### config.mk
export PLATFORM = sky130hd
export DESIGN_NAME = fsel_wdog_ctrl
export DESIGN_NICKNAME = d
export VERILOG_FILES = /design/src/rtl/fsel_wdog_pkg.sv /design/src/rtl/fsel_strap_latch.sv /design/src/rtl/fsel_wdog_fsm.sv /design/src/rtl/fsel_cfg_regs.sv /design/src/rtl/fsel_wdog_ctrl.sv
export SDC_FILE = /design/constraint.sdc
export NUM_CORES = 1
export LEC_CHECK = 0
export ABC_CLOCK_PERIOD_IN_PS = 4800
export BUFFER_PORTS_ARGS = -buffer_cell sky130_fd_sc_hd__buf_2
export CAP_MARGIN = 15
export CORE_MARGIN = 5
export CORE_UTILIZATION = 53
export CTS_BUF_LIST = sky130_fd_sc_hd__clkbuf_4
export CTS_CLUSTER_DIAMETER = 200
export DETAILED_ROUTE_END_ITERATION = 10
export GPL_ROUTABILITY_DRIVEN = 1
export HOLD_SLACK_MARGIN = 0.02
export PLACE_DENSITY = 0.85
export SETUP_SLACK_MARGIN = 0.1
export SLEW_MARGIN = 5
export SYNTH_ARGS = -nofsm -noshare
export SYNTH_HDL_FRONTEND = slang
export SYNTH_SLANG_ARGS = --single-unit
### constraint.sdc
create_clock -name clk -period 4.8 [get_ports clk]
set_input_delay 0.72 -clock clk [delete_from_list [all_inputs] [get_ports clk]]
set_output_delay 0.72 -clock clk [all_outputs]
set_load 0.05 [all_outputs]
### src/rtl/fsel_wdog_pkg.sv
package fsel_wdog_pkg;

    typedef enum logic [1:0] {
        WD_IDLE  = 2'd0,
        WD_ARMED = 2'd1,
        WD_COUNT = 2'd2,
        WD_PULSE = 2'd3
    } wd_state_t;

    localparam logic [4:0] SW_CODE_RST   = 5'b00010;
    localparam logic [4:0] SAFE_CODE_RST = 5'b00010;

endpackage

### src/rtl/fsel_strap_latch.sv
module fsel_strap_latch #(
    parameter int STRAP_W = 3
) (
    input  logic               clk,
    input  logic               rst_n,
    input  logic               pwrgd_n,
    input  logic [STRAP_W-1:0] strap_i,
    output logic [STRAP_W-1:0] strap_q
);

    // Transparent capture while the power-good strobe is asserted (low).
    always_ff @(posedge clk or negedge rst_n) begin
        if (!rst_n) begin
            strap_q <= '0;
        end else if (!pwrgd_n) begin
            strap_q <= strap_i;
        end
    end

endmodule

### src/rtl/fsel_wdog_fsm.sv
module fsel_wdog_fsm
    import fsel_wdog_pkg::*;
#(
    parameter int CNT_W       = 7,
    parameter int CNT_RST     = 8,
    parameter int PULSE_TICKS = 1
) (
    input  logic             clk,
    input  logic             rst_n,
    input  logic             tick_i,
    input  logic             en_wr_i,
    input  logic             en_i,
    input  logic             cnt_wr_i,
    input  logic [CNT_W-1:0] cnt_i,
    output logic             expire_o,
    output logic [CNT_W-1:0] count_o,
    output logic             en_rb_o,
    output logic             flag_o,
    output logic             pulse_n_o
);

    localparam int               PULSE_W    = $clog2(PULSE_TICKS + 1);
    localparam logic [CNT_W-1:0] CNT_INIT   = CNT_W'(CNT_RST);
    localparam logic [CNT_W-1:0] CNT_ONE    = CNT_W'(1);
    localparam logic [PULSE_W-1:0] PULSE_LD  = PULSE_W'(PULSE_TICKS);
    localparam logic [PULSE_W-1:0] PULSE_ONE = PULSE_W'(1);

    wd_state_t          state_q, state_nx;
    logic [CNT_W-1:0]   count_q;
    logic [PULSE_W-1:0] pulse_q;
    logic               flag_q;

    logic disable_req;
    logic start_req;
    logic restart;
    logic expire;
    logic count_dec;

    assign disable_req = en_wr_i && !en_i;
    assign start_req   = cnt_wr_i && (cnt_i != '0);

    // Next-state and event decode
    always_comb begin
        state_nx  = state_q;
        restart   = 1'b0;
        expire    = 1'b0;
        count_dec = 1'b0;
        unique case (state_q)
            WD_IDLE: begin
                if (en_wr_i && en_i) begin
                    state_nx = WD_ARMED;                 // arm
                end
            end
            WD_ARMED: begin
                if (disable_req) begin
                    state_nx = WD_IDLE;                  // disarm
                end else if (start_req) begin
                    state_nx = WD_COUNT;                 // start
                    restart  = 1'b1;
                end
            end
            WD_COUNT: begin
                if (disable_req) begin
                    state_nx = WD_IDLE;                  // disarm
                end else if (cnt_wr_i) begin
                    if (start_req) begin
                        restart  = 1'b1;                 // reload while running
                    end else begin
                        state_nx = WD_ARMED;             // park on zero write
                    end
                end else if (tick_i && count_q != '0) begin
                    count_dec = 1'b1;
                    if (count_q == CNT_ONE) begin
                        state_nx = WD_PULSE;             // expire
                        expire   = 1'b1;
                    end
                end
            end
            WD_PULSE: begin
                if (tick_i && pulse_q == PULSE_ONE) begin
                    state_nx = WD_IDLE;                  // release
                end
            end
            default: state_nx = WD_IDLE;
        endcase
    end

    // State register
    always_ff @(posedge clk or negedge rst_n) begin
        if (!rst_n) begin
            state_q <= WD_IDLE;
        end else begin
            state_q <= state_nx;
        end
    end

    // Count, pulse length and flag registers
    always_ff @(posedge clk or negedge rst_n) begin
        if (!rst_n) begin
            count_q <= CNT_INIT;
            pulse_q <= '0;
            flag_q  <= 1'b0;
        end else begin
            if (cnt_wr_i) begin
                count_q <= cnt_i;
            end else if (count_dec) begin
                count_q <= count_q - CNT_ONE;
            end

            if (expire) begin
                pulse_q <= PULSE_LD;
            end else if (state_q == WD_PULSE && tick_i && pulse_q != '0) begin
                pulse_q <= pulse_q - PULSE_ONE;
            end

            if (expire) begin
                flag_q <= 1'b1;
            end else if (restart) begin
                flag_q <= 1'b0;
            end
        end
    end

    // Outputs decoded from state
    always_comb begin
        en_rb_o   = (state_q == WD_ARMED) || (state_q == WD_COUNT);
        pulse_n_o = (state_q != WD_PULSE);
        expire_o  = expire;
        count_o   = count_q;
        flag_o    = flag_q;
    end

endmodule

### src/rtl/fsel_cfg_regs.sv
module fsel_cfg_regs
    import fsel_wdog_pkg::*;
#(
    parameter int CODE_W  = 5,
    parameter int STRAP_W = 3
) (
    input  logic               clk,
    input  logic               rst_n,
    input  logic               sel_wr_i,
    input  logic               sel_en_i,
    input  logic [CODE_W-1:0]  sel_code_i,
    input  logic               safe_pol_i,
    input  logic               wd_wr_i,
    input  logic [CODE_W-1:0]  safe_code_i,
    input  logic               mn_wr_i,
    input  logic               mn_en_i,
    input  logic               expire_i,
    input  logic [STRAP_W-1:0] strap_i,
    output logic [CODE_W-1:0]  freq_code_o,
    output logic [CODE_W-1:0]  sw_code_o,
    output logic               mn_en_o
);

    localparam int PAD_W = CODE_W - STRAP_W;

    logic              sel_en_q;
    logic              pol_q;
    logic [CODE_W-1:0] code_q;
    logic [CODE_W-1:0] safe_q;
    logic              mn_q;
    logic [CODE_W-1:0] strap_code;
    logic [CODE_W-1:0] reload_code;

    generate
        if (PAD_W > 0) begin : g_pad
            assign strap_code = {{PAD_W{1'b0}}, strap_i};
        end else begin : g_nopad
            assign strap_code = strap_i[CODE_W-1:0];
        end
    endgenerate

    assign reload_code = pol_q ? safe_q : strap_code;

    always_ff @(posedge clk or negedge rst_n) begin
        if (!rst_n) begin
            sel_en_q <= 1'b0;
            pol_q    <= 1'b0;
            code_q   <= SW_CODE_RST;
            safe_q   <= SAFE_CODE_RST;
            mn_q     <= 1'b0;
        end else begin
            if (sel_wr_i) begin
                sel_en_q <= sel_en_i;
                pol_q    <= safe_pol_i;
            end
            if (wd_wr_i) begin
                safe_q <= safe_code_i;
            end
            // Expiry overrides same-cycle software writes to code and mode
            if (expire_i) begin
                code_q <= reload_code;
                mn_q   <= 1'b0;
            end else begin
                if (sel_wr_i) begin
                    code_q <= sel_code_i;
                end
                if (mn_wr_i) begin
                    mn_q <= mn_en_i;
                end
            end
        end
    end

    assign freq_code_o = sel_en_q ? code_q : strap_code;
    assign sw_code_o   = code_q;
    assign mn_en_o     = mn_q;

endmodule

### src/rtl/fsel_wdog_ctrl.sv
module fsel_wdog_ctrl #(
    parameter int CODE_W      = 5,
    parameter int STRAP_W     = 3,
    parameter int CNT_W       = 7,
    parameter int CNT_RST     = 8,
    parameter int PULSE_TICKS = 1
) (
    input  logic               clk,
    input  logic               rst_n,
    input  logic               pwrgd_n,
    input  logic [STRAP_W-1:0] strap_i,
    input  logic               tick_i,
    input  logic               sel_wr_i,
    input  logic               sel_en_i,
    input  logic [CODE_W-1:0]  sel_code_i,
    input  logic               safe_pol_i,
    input  logic               wd_wr_i,
    input  logic               wd_en_i,
    input  logic [CODE_W-1:0]  safe_code_i,
    input  logic               mn_wr_i,
    input  logic               mn_en_i,
    input  logic               cnt_wr_i,
    input  logic [CNT_W-1:0]   cnt_i,
    output logic [CODE_W-1:0]  freq_code_o,
    output logic               mn_en_o,
    output logic               rst_pulse_n_o,
    output logic [STRAP_W-1:0] strap_o,
    output logic [CODE_W-1:0]  sw_code_o,
    output logic               wd_en_o,
    output logic               wd_flag_o,
    output logic [CNT_W-1:0]   wd_count_o
);

    logic               expire;
    logic [STRAP_W-1:0] strap_q;

    fsel_strap_latch #(
        .STRAP_W (STRAP_W)
    ) u_strap (
        .clk     (clk),
        .rst_n   (rst_n),
        .pwrgd_n (pwrgd_n),
        .strap_i (strap_i),
        .strap_q (strap_q)
    );

    fsel_wdog_fsm #(
        .CNT_W       (CNT_W),
        .CNT_RST     (CNT_RST),
        .PULSE_TICKS (PULSE_TICKS)
    ) u_fsm (
        .clk       (clk),
        .rst_n     (rst_n),
        .tick_i    (tick_i),
        .en_wr_i   (wd_wr_i),
        .en_i      (wd_en_i),
        .cnt_wr_i  (cnt_wr_i),
        .cnt_i     (cnt_i),
        .expire_o  (expire),
        .count_o   (wd_count_o),
        .en_rb_o   (wd_en_o),
        .flag_o    (wd_flag_o),
        .pulse_n_o (rst_pulse_n_o)
    );

    fsel_cfg_regs #(
        .CODE_W  (CODE_W),
        .STRAP_W (STRAP_W)
    ) u_cfg (
        .clk         (clk),
        .rst_n       (rst_n),
        .sel_wr_i    (sel_wr_i),
        .sel_en_i    (sel_en_i),
        .sel_code_i  (sel_code_i),
        .safe_pol_i  (safe_pol_i),
        .wd_wr_i     (wd_wr_i),
        .safe_code_i (safe_code_i),
        .mn_wr_i     (mn_wr_i),
        .mn_en_i     (mn_en_i),
        .expire_i    (expire),
        .strap_i     (strap_q),
        .freq_code_o (freq_code_o),
        .sw_code_o   (sw_code_o),
        .mn_en_o     (mn_en_o)
    );

    assign strap_o = strap_q;

endmodule

After elaboration in Yosys (flattened, before gate mapping)

Index checks and enable logic that the tools add are counted.

Output and inout bits: 24
Input bits: 32
Bits in registers: 27
Word-level logic and storage cells: 77

Eq/ne operators: 11
Add/sub/neg operators: 2
Reductions and logical operators: 18
Muxes and demuxes: 36

Operators with widths:

| operator              | number |
|---|---|
| $mux W5               | 4 |
| $mux W1               | 19 |
| $mux W2               | 9 |
| $mux W7               | 2 |
| $reduce_bool A7 Y1    | 2 |
| $reduce_bool A2 Y1    | 5 |
| $ne A4 B2 Y1 const B  | 2 |
| $pmux W2 S4           | 1 |
| $eq A7 B1 Y1 const B  | 1 |
| $logic_and A1 B1 Y1   | 7 |
| $sub A7 B1 Y7 const B | 1 |
| $reduce_and A6 Y1     | 1 |
| $eq A2 B2 Y1 const B  | 2 |
| $ne A2 B1 Y1 const B  | 2 |
| $ne A4 B3 Y1 const B  | 1 |
| $ne A3 B1 Y1 const B  | 1 |
| $eq A2 B1 Y1 const B  | 1 |
| $logic_not A2 Y1      | 1 |
| $ne A2 B2 Y1 const B  | 1 |
| $pmux W1 S2           | 1 |
| $logic_not A1 Y1      | 1 |
| $logic_or A1 B1 Y1    | 1 |
| $sub A1 B1 Y1 const B | 1 |

Logic depth before layout (Yosys ltp)

Depth after elaboration: 8
Depth in mapped cells: 7
Mapped depth without buffers: 7

Modules after synthesis

From an unflattened synthesis, not the netlist that was laid out.

Cells, all modules: 136
Area, all modules: 1516.5 µm²

By module, submodules not included:

| module           | times used | cells each | area an instance (µm²) |
|---|---|---|---|
| fsel_wdog_fsm    | 1          | 85         | 779.5 |
| fsel_cfg_regs    | 1          | 45         | 628.1 |
| fsel_strap_latch | 1          | 6          | 108.9 |

Worst setup path before layout

OpenSTA, ideal clock, no wires.

Path type: in2reg
Start: in cnt_i[2]
End: reg u_fsm.state_q[0]
Arrival: 1.941 ns
Slack: 2.733 ns
Library setup time: 0.126 ns
Data required time: 4.674 ns
Path buffers: 0
Stages: 5
Path through: or4_1 > o41ai_2 > a31o_2 > a211oi_2 > o32a_1

Longest elaborated chain between the ends: 4
Elaborated cells on any way between the ends: 5
Classes of those cells: eq/ne (2); reduce/logical (3)

RTL lines:

| what                                                          | RTL line             | source |
|---|---|---|
| start, declared                                               | fsel_wdog_ctrl.sv:23 | `input logic [CNT_W-1:0] cnt_i,` |
| $reduce_bool A7 Y1 *                                          | fsel_wdog_fsm.sv:40  | `assign start_req = cnt_wr_i && (cnt_i != '0);` |
| $logic_and A1 B1 Y1 *                                         | fsel_wdog_fsm.sv:40  |  |
| $ne A4 B3 Y1 (no source line) or $ne A3 B1 Y1 (tied branches) | n/a                  |  |
| $reduce_and A6 Y1 (no source line) *                          | n/a                  |  |
| end signal, assigned                                          | fsel_wdog_fsm.sv:93  | `state_q <= state_nx;` |
| end, declared                                                 | fsel_wdog_fsm.sv:28  | `wd_state_t state_q, state_nx;` |

Mark *: on every way between the ends. The rest lies on a longest branch, timed or not.
A chain may end at the register's enable or synchronous reset.

Final worst setup path

Start: reg u_fsm.state_q[0]
End: out wd_en_o

Longest elaborated chain between the ends: 2
Elaborated cells on any way between the ends: 3
Classes of those cells: eq/ne (2); reduce/logical (1)

RTL lines:

| what                                         | RTL line             | source |
|---|---|---|
| $eq A2 B1 Y1 or $eq A2 B2 Y1 (tied branches) | fsel_wdog_fsm.sv:126 | `en_rb_o = (state_q == WD_ARMED) \|\| (state_q == WD_COUNT);` |
| $logic_or A1 B1 Y1 *                         | fsel_wdog_fsm.sv:126 |  |
| end, declared                                | fsel_wdog_ctrl.sv:29 | `output logic wd_en_o,` |

Marks and branches as above.

==> results.yml <==
power:
  vdd_drop_max_v: 0.000340
  p_per_area_mw_per_mm2: 386
  leakage_nw: 0.907
  finalPower_mw: 0.706
detailed_routing:
  post-route-drc-count: 0
  top_layer_used: "met4"
  met3_length_um: 194
  drt-initial-drc-count: 65
  vias: 1185
  wl_per_cell_um: 15.7
  drt-vias-per-instance: 5.41
  first_pass_iters: 4
  drt-met1-wl_um: 1330
  ant_nets: 0
  routed-wl-met2_um: 1820
  routed_wl_um: 3440
global_route:
  gr-total-overflow: 0
  grt_antenna_before_repair: 0
  grt_pass1_vias: 1341
  grt_usage: 0.186
  grt_pass1_wl_um: 6110
  grt_max_degree: 28
cts:
  clockBufferDepth: 2
  clkSlewWorstSetupHoldPaths_ns: 0.15
  cts-root-buf: "clkbuf_4"
  cts_setup_buffers: 0
  cts-buffers-inserted: 3
  worst_skew_pair.late_latency_ns: 0.33
  clock-sinks: 27
  cts_hold_buf: 0
  cts_tree: "built"
  ctsHtreeMaxLevel: 1
  cts_resized: 0
synthesis:
  synth_largest_area_cell: "dfrtp_1"
  synthFlopType: "dfrtp_1"
  ys_ff_latch: 27
  ys_types: 31
  syn_inst: 134
  syn_avg_cell_area_um2: 11.2
  yosysMostFrequentCell: "dfrtp_1"
  synthTopCellsByArea: "dfrtp_1 40%, mux2i_1 10%, mux2_2 9.7%"
  synth_edf_count: 0
  synth_nets: 174
  synthArstFlopShare: 1.00
  synthTopCellsByCount: "24 x dfrtp_1, 15 x mux2i_1, 14 x nand2_1"
  yosysWarnings: 0
  netlist_area_mm2: 0.00150
  synth.yosys.seq_area_share: 0.452
  yosysTopAreaCellShare: 0.399
timing:
  fmax_mhz: 461
  finalHoldViolCount: 0
  worst_slack_ns: 2.63
  setup_tns_ns: 0
  clock_skew_ns: 0.00426
  slew_violations: 0
  tightest_slew_ns: 0.615
  finalCritPeriodShare: 0.452
  relSlewSlack: 0.590
  setup_violations: 0
  period_minus_slack_ns: 2.17
  rsz0062_at_grt: "false"
die:
  die_y_um: 63.3
  dieArea_mm2: 0.00400
  core_area_mm2: 0.00273
  core.rowCount: 19
  io_pins: 56
  initial_core_util: 0.550
  die_w_um: 63.3
job:
  max_cap_violations: 0
critical_path:
  cp-end-kind: "output pin"
  crit_path_start_kind: "flop"
  r2r_setup_slack_ns: 2.72
  required_ns: 4.08
  crit_arrival_ns: 1.45
  r2r-end: "u_cfg.sw_code_o[4]$_DFFE_PN0P_"
  critPathMaxFanout: 4
  reg2reg_from: "u_fsm.count_o[2]$_DFFE_PN0P_"
  criticalPathCategory: "reg -> out"
  reg2reg_depth: 5
hold_path:
  min-delay-path-class: "in -> async"
outcome:
  status: "complete, no violations"
cells_and_area:
  utilization: 0.668
  syn_to_final_growth_pct: 21.5
  nNetsFinal: 229
  antennaDiodeCount: 0
  layout-drive-gt1-share: 0.447
placed_design:
  preCtsSetupSlack_ns: 2.42
  place_hpwl_um: 2760
  routabilityCongestion: 0.809
  portBuffers: 55
==> critical path, cell delays in order (launching register included) <==
cell and delay, ns:
dfrtp_1 0.43, inv_1 0.10, ha_1 0.32, buf_2 0.27
==> metal layers <==
| metal | track usage | vias up |
|---|---|---|
| met5 | 0 | - |
| met4 | 0.0753 | 0 |
| met3 | 0.0373 | 8 |
| met2 | 0.338 | 41 |
| met1 | 0.211 | 566 |
| li1 | - | 570 |
==> sequential cells by signal (all words and copies together) (netlist names) <==
name,cells
u_cfg.sw_code_o,5
u_cfg.mn_en_o,1
u_fsm.count_o,7
u_cfg.pol_q,1
u_fsm.state_q,2
u_cfg.sel_en_q,1
u_fsm.flag_o,1
u_fsm.pulse_q,1
u_cfg.safe_q,5
u_strap.strap_q,3
==> metrics by stage <==
stage	hold slack, ns	cells	area, µm²
global route	0.395	219	1830
finish	0.372	219	1830
global placement	0.468	215	1800
floorplan	0.424	134	1500
CTS	0.391	219	1830
detailed placement	0.478	215	1800
==> placed cells by master (no fill, tap or decap) <==
master / instances
nand2b_1: 4
or4_1: 1
a211oi_2: 1
buf_2: 55
o21ai_0: 9
nand4b_2: 1
o211ai_1: 1
nor4_1: 2
o2111ai_2: 1
nand2_1: 14
a31o_2: 1
clkinv_2: 1
o32a_1: 1
or3_1: 1
clkbuf_4: 3
and2_1: 2
nor3_1: 1
a22o_1: 1
or4_4: 1
nor2_2: 1
a21oi_1: 1
dfstp_2: 3
dfrtp_1: 24
inv_1: 7
mux2_2: 13
o41ai_2: 1
a21o_2: 1
nor3_4: 1
ha_1: 8
xnor2_1: 6
nor2_1: 6
mux2i_1: 15
==> cell type report <==
cell class	count	area (µm²)
Clock buffer	3	22.5
Multi-Input combinational cell	95	779
Tap cell	31	38.8
Inverter	7	26.3
Sequential cell	27	679
Clock inverter	1	5.00
Timing Repair Buffer	55	275
Fill cell	219	907
==> power by group <==
| part | leakage (nW) | switching (mW) | total (mW) | internal, mW |
|---|---|---|---|---|
| combinational | 0.569 | 0.210 | 0.317 | 0.107 |
| sequential | 0.321 | 0.0283 | 0.286 | 0.258 |
| clock | 0.0177 | 0.0708 | 0.102 | 0.0314 |
==> worst max path at each step <==
| stage | slack, ns | cells after the start | from | to |
|---|---|---|---|---|
| CTS | 2.62 | 3 | u_fsm.state_q[0]$_DFFE_PN0P_ | wd_en_o |
| global route | 2.56 | 3 | u_fsm.state_q[0]$_DFFE_PN0P_ | wd_en_o |
| detailed placement | 2.42 | 6 | cnt_i[2] | u_fsm.state_q[1]$_DFFE_PN0P_ |
| global placement | 2.57 | 6 | cnt_i[2] | u_fsm.state_q[0]$_DFFE_PN0P_ |
| finish | 2.63 | 3 | u_fsm.state_q[0]$_DFFE_PN0P_ | wd_en_o |
| floorplan | 2.73 | 5 | cnt_i[2] | u_fsm.state_q[0]$_DFFE_PN0P_ |
==> kinds of logic (layout without fill, tap and decap cells) <==
logic type               after synthesis  after routing  synth area share
XOR/XNOR                               6              6            0.0349
AND/OR/NAND/NOR                       35             35             0.128
buffers and inverters                 12             66            0.0299
multiplexers                          28             28             0.197
flip-flops                            27             27             0.452
adder cells (fa/ha/maj)                8              8            0.0666
AO/OA/AOI/OAI                         18             18            0.0915
Power figures use the tool's default switching activity.
